==> src/rtl/i2cm_pkg.sv <==
package i2cm_pkg;
   typedef enum logic [2:0] {
      EN_IDLE,
      EN_START,
      EN_BIT,
      EN_WAIT,
      EN_STOP
   } eng_state_t;

   localparam int unsigned BYTE_W     = 8;
   localparam int unsigned ACK_SLOT   = 8;
   // control register bit positions
   localparam int unsigned CB_START   = 5;
   localparam int unsigned CB_MASTER  = 4;
   localparam int unsigned CB_ACKEN   = 3;
   localparam int unsigned CB_IRQEN   = 1;
   localparam int unsigned CB_DONE    = 0;
   // status register bit positions
   localparam int unsigned SB_BUSY    = 7;
   localparam int unsigned SB_ACK     = 4;
   localparam int unsigned SB_TX      = 3;
endpackage

==> src/rtl/i2cm_tick.sv <==
module i2cm_tick #(
   parameter int unsigned QTR_DIV = 125
) (
   input  logic clk,
   input  logic rst_n,
   output logic tick
);
   generate
      if (QTR_DIV == 1) begin : g_every
         logic unused_clk;
         assign unused_clk = clk ^ rst_n;
         assign tick = 1'b1;
      end else begin : g_div
         localparam int unsigned CW = $clog2(QTR_DIV);
         localparam logic [CW-1:0] LAST = CW'(QTR_DIV - 1);
         logic [CW-1:0] cnt;
         always_ff @(posedge clk or negedge rst_n) begin
            if (!rst_n)          cnt <= '0;
            else if (cnt == LAST) cnt <= '0;
            else                 cnt <= cnt + 1'b1;
         end
         assign tick = (cnt == LAST);
      end
   endgenerate
endmodule

==> src/rtl/i2cm_engine.sv <==
module i2cm_engine
   import i2cm_pkg::*;
(
   input  logic              clk,
   input  logic              rst_n,
   input  logic              tick,
   input  logic              start_req,
   input  logic              master_on,
   input  logic              ack_en,
   input  logic              done_flag,
   input  logic              dir_tx,
   input  logic [BYTE_W-1:0] tx_data,
   input  logic              sda_in,
   output logic              scl_lo,
   output logic              sda_lo,
   output logic              start_done,
   output logic              stop_done,
   output logic              byte_done,
   output logic              ack_bit,
   output logic              rx_valid,
   output logic [BYTE_W-1:0] rx_byte
);
   eng_state_t        st;
   logic [1:0]        q;
   logic [3:0]        bitn;
   logic [BYTE_W-1:0] shreg;
   logic              first;
   logic              byte_tx;
   logic              drive;

   assign byte_tx = first | dir_tx;
   assign drive   = (bitn < 4'(ACK_SLOT)) ? (byte_tx & ~shreg[BYTE_W-1])
                                          : (~byte_tx & ack_en);

   always_ff @(posedge clk or negedge rst_n) begin
      if (!rst_n) begin
         st <= EN_IDLE;  q <= '0;  bitn <= '0;  shreg <= '0;  first <= 1'b0;
         scl_lo <= 1'b0; sda_lo <= 1'b0;
         start_done <= 1'b0; stop_done <= 1'b0; byte_done <= 1'b0;
         rx_valid <= 1'b0;   ack_bit <= 1'b0;   rx_byte <= '0;
      end else begin
         start_done <= 1'b0; stop_done <= 1'b0; byte_done <= 1'b0; rx_valid <= 1'b0;
         if (tick) begin
            unique case (st)
               EN_IDLE: begin
                  scl_lo <= 1'b0; sda_lo <= 1'b0; q <= '0;
                  if (start_req && master_on) st <= EN_START;
               end
               EN_START: begin
                  q <= q + 2'd1;
                  if (q == 2'd2) sda_lo <= 1'b1;
                  if (q == 2'd3) begin
                     start_done <= 1'b1;
                     st    <= EN_BIT;
                     bitn  <= '0;
                     shreg <= tx_data;
                     first <= 1'b1;
                  end
               end
               EN_BIT: begin
                  q <= q + 2'd1;
                  case (q)
                     2'd0: scl_lo <= 1'b1;
                     2'd1: sda_lo <= drive;
                     2'd2: scl_lo <= 1'b0;
                     default: begin
                        if (bitn == 4'(ACK_SLOT)) begin
                           ack_bit   <= sda_in;
                           byte_done <= 1'b1;
                           rx_valid  <= ~byte_tx;
                           rx_byte   <= shreg;
                           first     <= 1'b0;
                           st        <= EN_WAIT;
                        end else begin
                           shreg <= {shreg[BYTE_W-2:0], sda_in};
                           bitn  <= bitn + 4'd1;
                        end
                     end
                  endcase
               end
               EN_WAIT: begin
                  scl_lo <= 1'b1;
                  if (q == 2'd0) begin
                     q <= 2'd1;
                  end else if (!master_on) begin
                     q <= '0; st <= EN_STOP;
                  end else if (!done_flag) begin
                     q <= '0; st <= EN_BIT; bitn <= '0; shreg <= tx_data;
                  end
               end
               EN_STOP: begin
                  q <= q + 2'd1;
                  case (q)
                     2'd0: sda_lo <= 1'b1;
                     2'd1: scl_lo <= 1'b0;
                     2'd2: sda_lo <= 1'b0;
                     default: begin
                        stop_done <= 1'b1;
                        st <= EN_IDLE;
                     end
                  endcase
               end
               default: st <= EN_IDLE;
            endcase
         end
      end
   end

   // within a byte SDA must hold while SCL stays released
   p_sda_hold_r6: assert property (@(posedge clk) disable iff (!rst_n)
      (st == EN_BIT && !scl_lo && $past(!scl_lo)) |-> $stable(sda_lo))
      else $error("SDA moved while SCL high inside a byte");
endmodule

==> src/rtl/i2cm_regs.sv <==
module i2cm_regs
   import i2cm_pkg::*;
#(
   parameter int unsigned ADDR_W   = 8,
   parameter int unsigned STAT_OFS = 'hC9,
   parameter int unsigned CTRL_OFS = 'hCA,
   parameter int unsigned DATA_OFS = 'hCB
) (
   input  logic              clk,
   input  logic              rst_n,
   input  logic              reg_sel,
   input  logic              reg_wr,
   input  logic [ADDR_W-1:0] reg_addr,
   input  logic [BYTE_W-1:0] reg_wdata,
   output logic [BYTE_W-1:0] reg_rdata,
   input  logic              start_done,
   input  logic              stop_done,
   input  logic              byte_done,
   input  logic              ack_bit,
   input  logic              rx_valid,
   input  logic [BYTE_W-1:0] rx_byte,
   output logic              start_req,
   output logic              master_on,
   output logic              ack_en,
   output logic              irq_en,
   output logic              done_flag,
   output logic              dir_tx,
   output logic [BYTE_W-1:0] tx_data,
   output logic              busy
);
   localparam logic [ADDR_W-1:0] A_STAT = ADDR_W'(STAT_OFS);
   localparam logic [ADDR_W-1:0] A_CTRL = ADDR_W'(CTRL_OFS);
   localparam logic [ADDR_W-1:0] A_DATA = ADDR_W'(DATA_OFS);

   logic wr_ctrl, wr_data, last_ack;
   logic unused_wbits;
   assign unused_wbits = ^{reg_wdata[7:6], reg_wdata[2]};

   assign wr_ctrl = reg_sel & reg_wr & (reg_addr == A_CTRL);
   assign wr_data = reg_sel & reg_wr & (reg_addr == A_DATA);

   always_ff @(posedge clk or negedge rst_n) begin
      if (!rst_n) begin
         start_req <= 1'b0; master_on <= 1'b0; ack_en <= 1'b0; irq_en <= 1'b0;
         done_flag <= 1'b0; busy <= 1'b0; last_ack <= 1'b0; dir_tx <= 1'b1;
         tx_data <= '0;
      end else begin
         if (start_done)
            start_req <= 1'b0;
         else if (wr_ctrl && reg_wdata[CB_START] && reg_wdata[CB_MASTER] && !start_req && !busy)
            start_req <= 1'b1;
         if (wr_ctrl) begin
            master_on <= reg_wdata[CB_MASTER];
            ack_en    <= reg_wdata[CB_ACKEN];
            irq_en    <= reg_wdata[CB_IRQEN];
         end
         if (byte_done)                          done_flag <= 1'b1;
         else if (wr_ctrl && !reg_wdata[CB_DONE]) done_flag <= 1'b0;
         if (start_done)     busy <= 1'b1;
         else if (stop_done) busy <= 1'b0;
         if (byte_done) last_ack <= ack_bit;
         if (wr_data && !busy) dir_tx <= ~reg_wdata[0];
         if (rx_valid)     tx_data <= rx_byte;
         else if (wr_data) tx_data <= reg_wdata;
      end
   end

   always_comb begin
      reg_rdata = '0;
      if (reg_addr == A_STAT) begin
         reg_rdata[SB_BUSY] = busy;
         reg_rdata[SB_ACK]  = last_ack;
         reg_rdata[SB_TX]   = dir_tx;
      end else if (reg_addr == A_CTRL) begin
         reg_rdata[CB_START]  = start_req;
         reg_rdata[CB_MASTER] = master_on;
         reg_rdata[CB_ACKEN]  = ack_en;
         reg_rdata[CB_IRQEN]  = irq_en;
         reg_rdata[CB_DONE]   = done_flag;
      end else if (reg_addr == A_DATA) begin
         reg_rdata = tx_data;
      end
   end

   // a start request can only be armed while the bus is free
   p_start_free_r2: assert property (@(posedge clk) disable iff (!rst_n)
      $rose(start_req) |-> $past(!busy))
      else $error("start armed while busy");
   // a completed byte always leaves the flag set
   p_done_set_r8: assert property (@(posedge clk) disable iff (!rst_n)
      byte_done |=> done_flag)
      else $error("byte completion lost");
   // direction frozen while the bus stays busy
   p_dir_hold_r4: assert property (@(posedge clk) disable iff (!rst_n)
      (busy && $past(busy)) |-> $stable(dir_tx))
      else $error("direction changed during transfer");
endmodule

==> src/rtl/i2c_host_ctrl.sv <==
module i2c_host_ctrl
   import i2cm_pkg::*;
#(
   parameter int unsigned ADDR_W   = 8,
   parameter int unsigned QTR_DIV  = 125,
   parameter int unsigned STAT_OFS = 'hC9,
   parameter int unsigned CTRL_OFS = 'hCA,
   parameter int unsigned DATA_OFS = 'hCB
) (
   input  logic              clk,
   input  logic              rst_n,
   input  logic              reg_sel,
   input  logic              reg_wr,
   input  logic [ADDR_W-1:0] reg_addr,
   input  logic [7:0]        reg_wdata,
   output logic [7:0]        reg_rdata,
   input  logic              sda_in,
   output logic              scl_pull,
   output logic              sda_pull,
   output logic              irq
);
   initial begin
      assert (QTR_DIV >= 1) else $error("QTR_DIV must be at least 1");
      assert (ADDR_W >= 1 && ADDR_W <= 31) else $error("ADDR_W out of range");
      assert (STAT_OFS != CTRL_OFS && STAT_OFS != DATA_OFS && CTRL_OFS != DATA_OFS)
         else $error("register offsets overlap");
      assert (STAT_OFS < (1 << ADDR_W) && CTRL_OFS < (1 << ADDR_W) && DATA_OFS < (1 << ADDR_W))
         else $error("register offset outside window");
   end

   logic tick, start_req, master_on, ack_en, irq_en, done_flag, dir_tx, busy;
   logic start_done, stop_done, byte_done, ack_bit, rx_valid;
   logic [BYTE_W-1:0] tx_data, rx_byte;

   i2cm_tick #(.QTR_DIV(QTR_DIV)) u_tick (.clk(clk), .rst_n(rst_n), .tick(tick));

   i2cm_regs #(
      .ADDR_W(ADDR_W), .STAT_OFS(STAT_OFS), .CTRL_OFS(CTRL_OFS), .DATA_OFS(DATA_OFS)
   ) u_regs (
      .clk(clk), .rst_n(rst_n), .reg_sel(reg_sel), .reg_wr(reg_wr),
      .reg_addr(reg_addr), .reg_wdata(reg_wdata), .reg_rdata(reg_rdata),
      .start_done(start_done), .stop_done(stop_done), .byte_done(byte_done),
      .ack_bit(ack_bit), .rx_valid(rx_valid), .rx_byte(rx_byte),
      .start_req(start_req), .master_on(master_on), .ack_en(ack_en),
      .irq_en(irq_en), .done_flag(done_flag), .dir_tx(dir_tx),
      .tx_data(tx_data), .busy(busy)
   );

   i2cm_engine u_engine (
      .clk(clk), .rst_n(rst_n), .tick(tick), .start_req(start_req),
      .master_on(master_on), .ack_en(ack_en), .done_flag(done_flag),
      .dir_tx(dir_tx), .tx_data(tx_data), .sda_in(sda_in),
      .scl_lo(scl_pull), .sda_lo(sda_pull), .start_done(start_done),
      .stop_done(stop_done), .byte_done(byte_done), .ack_bit(ack_bit),
      .rx_valid(rx_valid), .rx_byte(rx_byte)
   );

   assign irq = done_flag & irq_en;

   // bus fully released whenever nothing is owned or pending
   p_lines_free_r5: assert property (@(posedge clk) disable iff (!rst_n)
      (!busy && !start_req) |-> (!scl_pull && !sda_pull))
      else $error("lines driven while bus idle");
   // busy only rises after a start request was pending
   p_busy_after_req_r3: assert property (@(posedge clk) disable iff (!rst_n)
      $rose(busy) |-> $past(start_req))
      else $error("busy without start request");
endmodule

==> config.mk <==
export PLATFORM = sky130hd
export DESIGN_NAME = i2c_host_ctrl
export DESIGN_NICKNAME = d
export VERILOG_FILES = /design/src/rtl/i2cm_pkg.sv /design/src/rtl/i2cm_tick.sv /design/src/rtl/i2cm_engine.sv /design/src/rtl/i2cm_regs.sv /design/src/rtl/i2c_host_ctrl.sv
export SDC_FILE = /design/constraint.sdc
export NUM_CORES = 1
export LEC_CHECK = 0
export CORE_MARGIN = 2
export CORE_UTILIZATION = 30
export CTS_CLUSTER_SIZE = 10
export DETAILED_ROUTE_END_ITERATION = 10
export PLACE_DENSITY_LB_ADDON = 0.25
export SYNTH_ARGS = -nofsm -noshare
export SYNTH_HDL_FRONTEND = slang
export SYNTH_SLANG_ARGS = --single-unit
==> constraint.sdc <==
create_clock -name clk -period 1.9 [get_ports clk]
set_input_delay 0.475 -clock clk [delete_from_list [all_inputs] [get_ports clk]]
set_output_delay 0.475 -clock clk [all_outputs]
set_load 0.01 [all_outputs]
==> impl_metrics.py, run 1 <==
metrics = {
    "timing": {
        "setup_viol": 0,
        "timing.fmax_mhz": 538.2,
        "maxSlewViolCount": 0,
        "slew_headroom_pct": 52.93,
        "worstMarginPinSlew_ns": 0.7060,
        "fin_crit_sh_pct": 97.78,
        "skew_ns": 0.01432,
        "whs_ns": 0.1412,
        "finalHoldViolCount": 0,
        "rsz0062_at_grt": "yes",
        "fin_crit_ns": 1.858,
    },
    "cts": {
        "clk_latency_ns": 0.32,
        "ctsHtreeMaxLevel": 2,
        "cts_sinks": 56,
        "clock-root-buffer": "clkbuf_8",
        "hold_buffers": 0,
        "cts_tree": "built",
        "clockBufferDepth": 2,
        "cts_buffers": 5,
        "path_clk_slew_ns": 0.11,
    },
    "global_route": {
        "track_usage_pct": 13.84,
        "grt_pass1_vias": 2346,
        "grt_pass1_wl_mm": 12.20,
        "grt_start_max_net_pins": 57,
        "antenna_found_initial": 0,
        "grt_overflow": 0,
    },
    "logic_synthesis": {
        "synth_top_area_cell": "dfrtp_1",
        "netlist_instances": 295,
        "synthTopCellsByArea": "dfrtp_1 (46%), mux2i_1 (4.0%), ha_1 (3.3%)",
        "synth-edff-count": 0,
        "ys_seq_area_share_pct": 46.73,
        "syn_nets": 324,
        "syn-cell-area_um2": 3002,
        "ys_warn_count": 0,
        "avgSynthCellArea_um2": 10.18,
        "synth.top_cell.area_share_pct": 45.85,
        "synth.distinct_cells": 51,
        "ys_seq_elements": 56,
        "ys.flop_type": "dfrtp_1",
        "synthArstFlopShare_pct": 100.0,
    },
    "worst_setup_path": {
        "r2r-end": "u_engine.bitn[3]",
        "path_buf_inv": 4,
        "critPathMostFrequentCell": "buf_6",
        "r2r-start": "u_engine.st[0]",
        "setup.worst_path.end": "reg_rdata[5]",
        "crit_type": "in -> out",
        "crit_chain": "dlygate4sd2_1, buf_6, buf_6, mux2i_2, nor2_4, buf_6",
        "cp.depth": 6,
        "worstSetupEndpointType": "output pin",
        "cp.required_ns": 1.42,
        "max_stage_delay_ns": 0.24,
        "ff2ff_path_depth": 6,
        "cp_max_fo": 7,
        "worstPathArrival_ns": 1.38,
        "worstSetupStartpoint": "reg_addr[0]",
        "cpLargestDelayFamily": "buffers and inverters",
        "start_kind": "input port",
        "regToRegSetupSlack_ns": 0.09,
        "slowest_stage": "dlygate4sd2_1",
    },
    "pwr": {
        "power.density_nw_per_um2": 513.4,
        "power_uw": 2038,
        "p_leak_uw": 0.001907,
        "peakVddDrop_mv": 0.2877,
    },
    "placement": {
        "hpwlAfterDp_mm": 5.045,
        "dpl.cell_count": 477,
        "gp_congestion": 0.8182,
        "portBuffers": 31,
        "placed_area_um2": 3680,
    },
    "job": {
        "max-cap-violations": 0,
    },
    "routing": {
        "wl_per_cell_um": 14.10,
        "detail_route.wirelength_mm": 6.995,
        "drc": 0,
        "dr.first_iter.drc_count": 46,
        "via_per_inst": 4.845,
        "firstDrtPassIters": 4,
        "ant_nets": 0,
        "num_vias": 2403,
    },
    "layout": {
        "fillers": 977,
        "diodes": 0,
        "synthToLayoutAreaGrowth_pct": 32.22,
        "layout-drive-gt1-share_pct": 28.65,
        "fin_cells": 496,
        "fin_area_um2": 3969,
        "nets": 391,
    },
    "floorplan": {
        "die_h_um": 104.0,
        "core_area_um2": 9729,
        "fp-row-count": 36,
        "ios": 32,
        "die_w_um": 104.0,
        "die_area_um2": 10820,
        "start_util_pct": 30.85,
    },
    "worst_hold_path": {
        "hold_class": "in -> async",
    },
    "status": {
        "status": "complete, no violations",
    },
}
==> power by group <==
part	switching, uW	internal, uW	total [uW]	leakage, uW
logic	64.8	70.8	136	0.00110
registers	7.47	1200	1210	0.000758
clock network	424	272	696	0.0000463
total	496	1540	2040	0.00191
==> metal layers <==
layer | vias to the layer above | track usage [%] | share of wire [%]
li1 | 1186 | - | -
met1 | 1162 | 19.01 | 49
met2 | 51 | 22.32 | 46
met3 | 4 | 3.446 | 3.7
met4 | 0 | 2.606 | 0.67
met5 | - | 0 | 0
==> per-stage QoR <==
step	TNS, ns	utilization (%)	setup slack [ns]
2_1_floorplan	0	-	0.09304
3_3_place_gp	-11.69	37.82	-0.7558
3_5_place_dp	-11.55	37.82	-0.7313
4_1_cts	0	39.75	0.004646
5_1_grt	-0.04225	40.79	-0.03088
6_report	0	40.79	0.04211
==> timing repair <==
action | CTS | global route
setup endpoints to repair | 23 | 42
pin swaps | 6 | 10
buffers inserted | 8 | 4
cloned | 0 | 0
gates resized for setup | 61 | 32
==> cells by family after synthesis <==
family / share of synthesized area (%)
fa+ha+maj: 3.335
mux: 10.63
xor+xnor: 1.459
buf+inv: 4.502
compound gates: 13.55
simple gates: 19.80
flops: 46.73
==> cells in the mapped netlist (3+ instances only) <==
library cell  count
nand3_1          11
and2_1            4
mux2_1            8
nand2_1          20
mux2i_1          12
a21oi_1           4
a21o_1            3
a221o_1           7
nor3_1            7
nor2b_1          10
buf_2             6
ha_1              8
dfrtp_1          55
nor2_1           26
o21ai_0          20
o22a_1            3
nand2b_1          7
inv_1            11
a31oi_1           4
and3_1            4
nand4_1           3
nor3b_1           9
xor2_1            3
mux2_2            7
clkbuf_1          7
==> worst min-delay path by stage <==
stage	start	endpoint	slack, ns	cells after the start
after detailed placement	u_engine.start_done	u_regs.start_req	0.42	1
after floorplan	rst_n	u_engine.ack_bit	0.18	0
after CTS	rst_n	u_regs.tx_data[0]	0.16	2
after global placement	u_engine.start_done	u_regs.start_req	0.41	1
after global routing	rst_n	u_engine.st[0]	0.16	2
final	rst_n	u_engine.q[0]	0.14	2
==> cell usage in the layout, fill, tap and decap left out, types with 3 or more instances in the layout <==
cell type	instances
dfrtp_1	55
nor3_1	6
a21oi_1	4
nor3b_1	8
clkdlybuf4s15_1	3
a221o_1	7
nand3_1	10
buf_12	3
ha_1	7
a31oi_1	4
nor2b_1	9
buf_2	9
mux2_4	6
and3_1	4
and2_1	3
nor2_4	4
o22a_1	3
clkbuf_2	3
o21ai_0	20
mux2_2	3
clkdlybuf4s50_1	13
xor2_1	3
mux2_1	8
nor2_1	20
clkbuf_8	5
buf_6	8
mux2i_1	11
inv_1	11
nand2_1	20
nand4_1	3
a21o_1	3
buf_4	36
nand2b_1	6
==> cell type report <==
cell class | instances | area, um2 | area share [%]
inverter | 11 | 41.29 | 1.040
timing repair buffer | 77 | 661.9 | 16.68
clock inverter | 3 | 27.53 | 0.6936
sequential | 56 | 1403 | 35.34
clock buffer | 5 | 68.82 | 1.734
tap | 133 | 166.4 | 4.193
multi-input combinational | 211 | 1600 | 40.32
==> flip-flops by register name, indices dropped and copies added (netlist names), 2 cells and up <==
signal,count
u_engine.q,2
u_engine.bitn,4
u_engine.rx_byte,8
u_tick.g_div.cnt,7
u_engine.st,3
u_regs.tx_data,8
u_engine.shreg,8
Note: power is estimated with default switching activity, not from simulation.
==> inputs of run 2 (changes only) <==
--- a/config.mk
+++ b/config.mk
@@ -7,6 +7,7 @@
 export LEC_CHECK = 0
 export CORE_MARGIN = 2
 export CORE_UTILIZATION = 30
+export CTS_BUF_LIST = sky130_fd_sc_hd__clkbuf_4
 export CTS_CLUSTER_SIZE = 10
 export DETAILED_ROUTE_END_ITERATION = 10
 export PLACE_DENSITY_LB_ADDON = 0.25
==> run 2 against run 1 <==
  * Register-to-register slack barely moved
  * Setup slack lost 0.063 ns
  * Critical endpoint is now reg_rdata[3]
  * Maximum frequency fell by 3.3%
  * Total power decreased by 6.5%
  * Clock power fell by 19%
  * The run now ends with negative setup slack left
  * Cell area shrank 1.4%
  * Sequential power barely moved
==> impl_metrics.py, run 2 (synthesis gave the netlist of run 1 again) <==
metrics = {
    "placement": {
        "portBuffers": 31,
        "hpwlAfterDp_mm": 5.045,
        "place_ws_ns": -0.7313,
        "gp_congestion": 0.8182,
    },
    "cts": {
        "cts_sinks": 56,
        "ctsHtreeMaxLevel": 2,
        "cts_buffers": 5,
        "clk_latency_ns": 0.39,
        "clock-root-buffer": "clkbuf_4",
        "clockBufferDepth": 2,
        "cts_tree": "built",
        "path_clk_slew_ns": 0.18,
    },
    "timing": {
        "setup_viol": 1,
        "fin_crit_ns": 1.921,
        "rsz0062_at_grt": "yes",
        "whs_ns": 0.06067,
        "finalHoldViolCount": 0,
        "setup_slack_ns": -0.02067,
        "skew_ns": 0.02058,
        "worstMarginPinSlew_ns": 0.7184,
        "fin_crit_sh_pct": 101.1,
        "slew_headroom_pct": 52.11,
        "timing.fmax_mhz": 520.7,
        "maxSlewViolCount": 0,
    },
    "worst_hold_path": {
        "hold_class": "in -> async",
    },
    "worst_setup_path": {
        "start_kind": "flip-flop",
        "crit_chain": "mux2_4, a22oi_2, nor2_1, buf_2",
        "worstPathArrival_ns": 1.45,
        "crit_type": "reg -> out",
        "max_stage_delay_ns": 0.45,
        "cp_max_fo": 2,
        "cp.required_ns": 1.42,
        "worstSetupEndpointType": "output pin",
        "slowest_stage": "dfrtp_1",
    },
    "global_route": {
        "antenna_found_initial": 0,
        "grt_overflow": 0,
        "grt_pass1_wl_mm": 12.18,
        "track_usage_pct": 13.72,
        "grt_start_max_net_pins": 57,
        "grt_pass1_vias": 2364,
    },
    "floorplan": {
        "fp-row-count": 36,
        "ios": 32,
        "core_area_um2": 9729,
        "die_area_um2": 10820,
        "die_w_um": 104.0,
        "start_util_pct": 30.85,
        "die_h_um": 104.0,
    },
    "pwr": {
        "peakVddDrop_mv": 0.3173,
        "p_leak_uw": 0.001888,
        "power_uw": 1905,
        "power.density_nw_per_um2": 486.8,
    },
    "layout": {
        "layout-drive-gt1-share_pct": 28.49,
        "largestRegisters": "u_engine.rx_byte x8, u_engine.shreg x8, u_regs.tx_data x8",
        "final_cell_mix": "dfrtp_1 (55), buf_4 (42), nor2_1 (22)",
        "diodes": 0,
        "synthToLayoutAreaGrowth_pct": 30.39,
        "multiInputGateArea_um2": 1569,
        "nets": 393,
        "seqCellArea_um2": 1403,
        "utilization_pct": 40.23,
        "layout_commonest_cell": "dfrtp_1",
        "fillers": 991,
    },
    "routing": {
        "wl_per_cell_um": 13.84,
        "drc": 0,
        "ant_nets": 0,
        "via_per_inst": 4.769,
        "firstDrtPassIters": 4,
        "dr.first_iter.drc_count": 66,
        "num_vias": 2375,
        "detail_route.wirelength_mm": 6.892,
    },
    "status": {
        "failed_checks": "negative setup slack",
        "status": "complete, but fails checks",
    },
    "job": {
        "max-cap-violations": 0,
    },
}
## run 2: changes by cell type in the layout (fill, tap and decap cells not counted), moves of 2 or more
cell / change
buf_4: +6
buf_6: -6
clkbuf_2: -2
clkbuf_4: +5
clkbuf_8: -5
clkdlybuf4s15_2: +3
mux2_2: +2
mux2_4: -2
nor2_1: +2
nor2_4: -2
## run 2: worst paths after layout
check                           depth (start not counted)           startpoint          endpoint  slack, ns
worst max register to register                          6       u_engine.st[0]  u_engine.bitn[3]       0.10
worst min register to register                          1  u_engine.start_done  u_regs.start_req       0.44
worst max-delay path                                    4    u_regs.tx_data[3]      reg_rdata[3]      -0.02
max in group asynchronous                               2                rst_n     u_regs.dir_tx       1.55
worst min-delay path                                    2                rst_n     u_engine.q[0]       0.06
min in group clk                                        1  u_engine.start_done  u_regs.start_req       0.44
## run 2: final cells by class
| cell class | count | area share (%) |
|---|---|---|
| Clock buffer | 5 | 0.9591 |
| Clock inverter | 3 | 0.7033 |
| Inverter | 11 | 1.055 |
| Multi-Input combinational cell | 211 | 40.09 |
| Sequential cell | 56 | 35.84 |
| Tap cell | 133 | 4.252 |
| Timing Repair Buffer | 79 | 17.10 |
## run 2: metrics by stage
stage | cell area (um2) | instances | TNS (ns)
after floorplan | 3002 | 295 | 0
after global placement | 3680 | 477 | -11.69
after detailed placement | 3680 | 477 | -11.55
after CTS | 3847 | 493 | -0.09025
after global routing | 3914 | 498 | -0.2628
final | 3914 | 498 | -0.02067
## run 2: power breakdown
| part | total [uW] | internal [uW] | switching, uW |
|---|---|---|---|
| Sequential | 1210 | 1200 | 7.19 |
| Combinational | 133 | 70.3 | 62.4 |
| Clock | 565 | 157 | 409 |
## run 2: repair_timing
action / CTS / global route
hold endpoints to repair: 0 / 0
buffers inserted: 8 / 5
hold buffers: 0 / 0
pin swaps: 7 / 5
endpoints found under the setup margin: 22 / 41
resized for setup: 65 / 17
gates cloned: 0 / 0
## run 2: layer usage
metal | global-route usage, % | wire [um] | up-vias
met5 | 0 | 0 | -
met1 | 18.86 | 3394 | 1142
li1 | - | - | 1190
met3 | 2.945 | 270 | 2
met4 | 2.606 | 33 | 0
met2 | 22.46 | 3193 | 41
## run 2: worst max-delay path, delay by kind of cell (launching register included)
kind            cells  cell delay, ns
flops               1            0.45
mux                 1            0.27
compound gates      1            0.15
buf+inv             1            0.13
simple gates        1            0.05
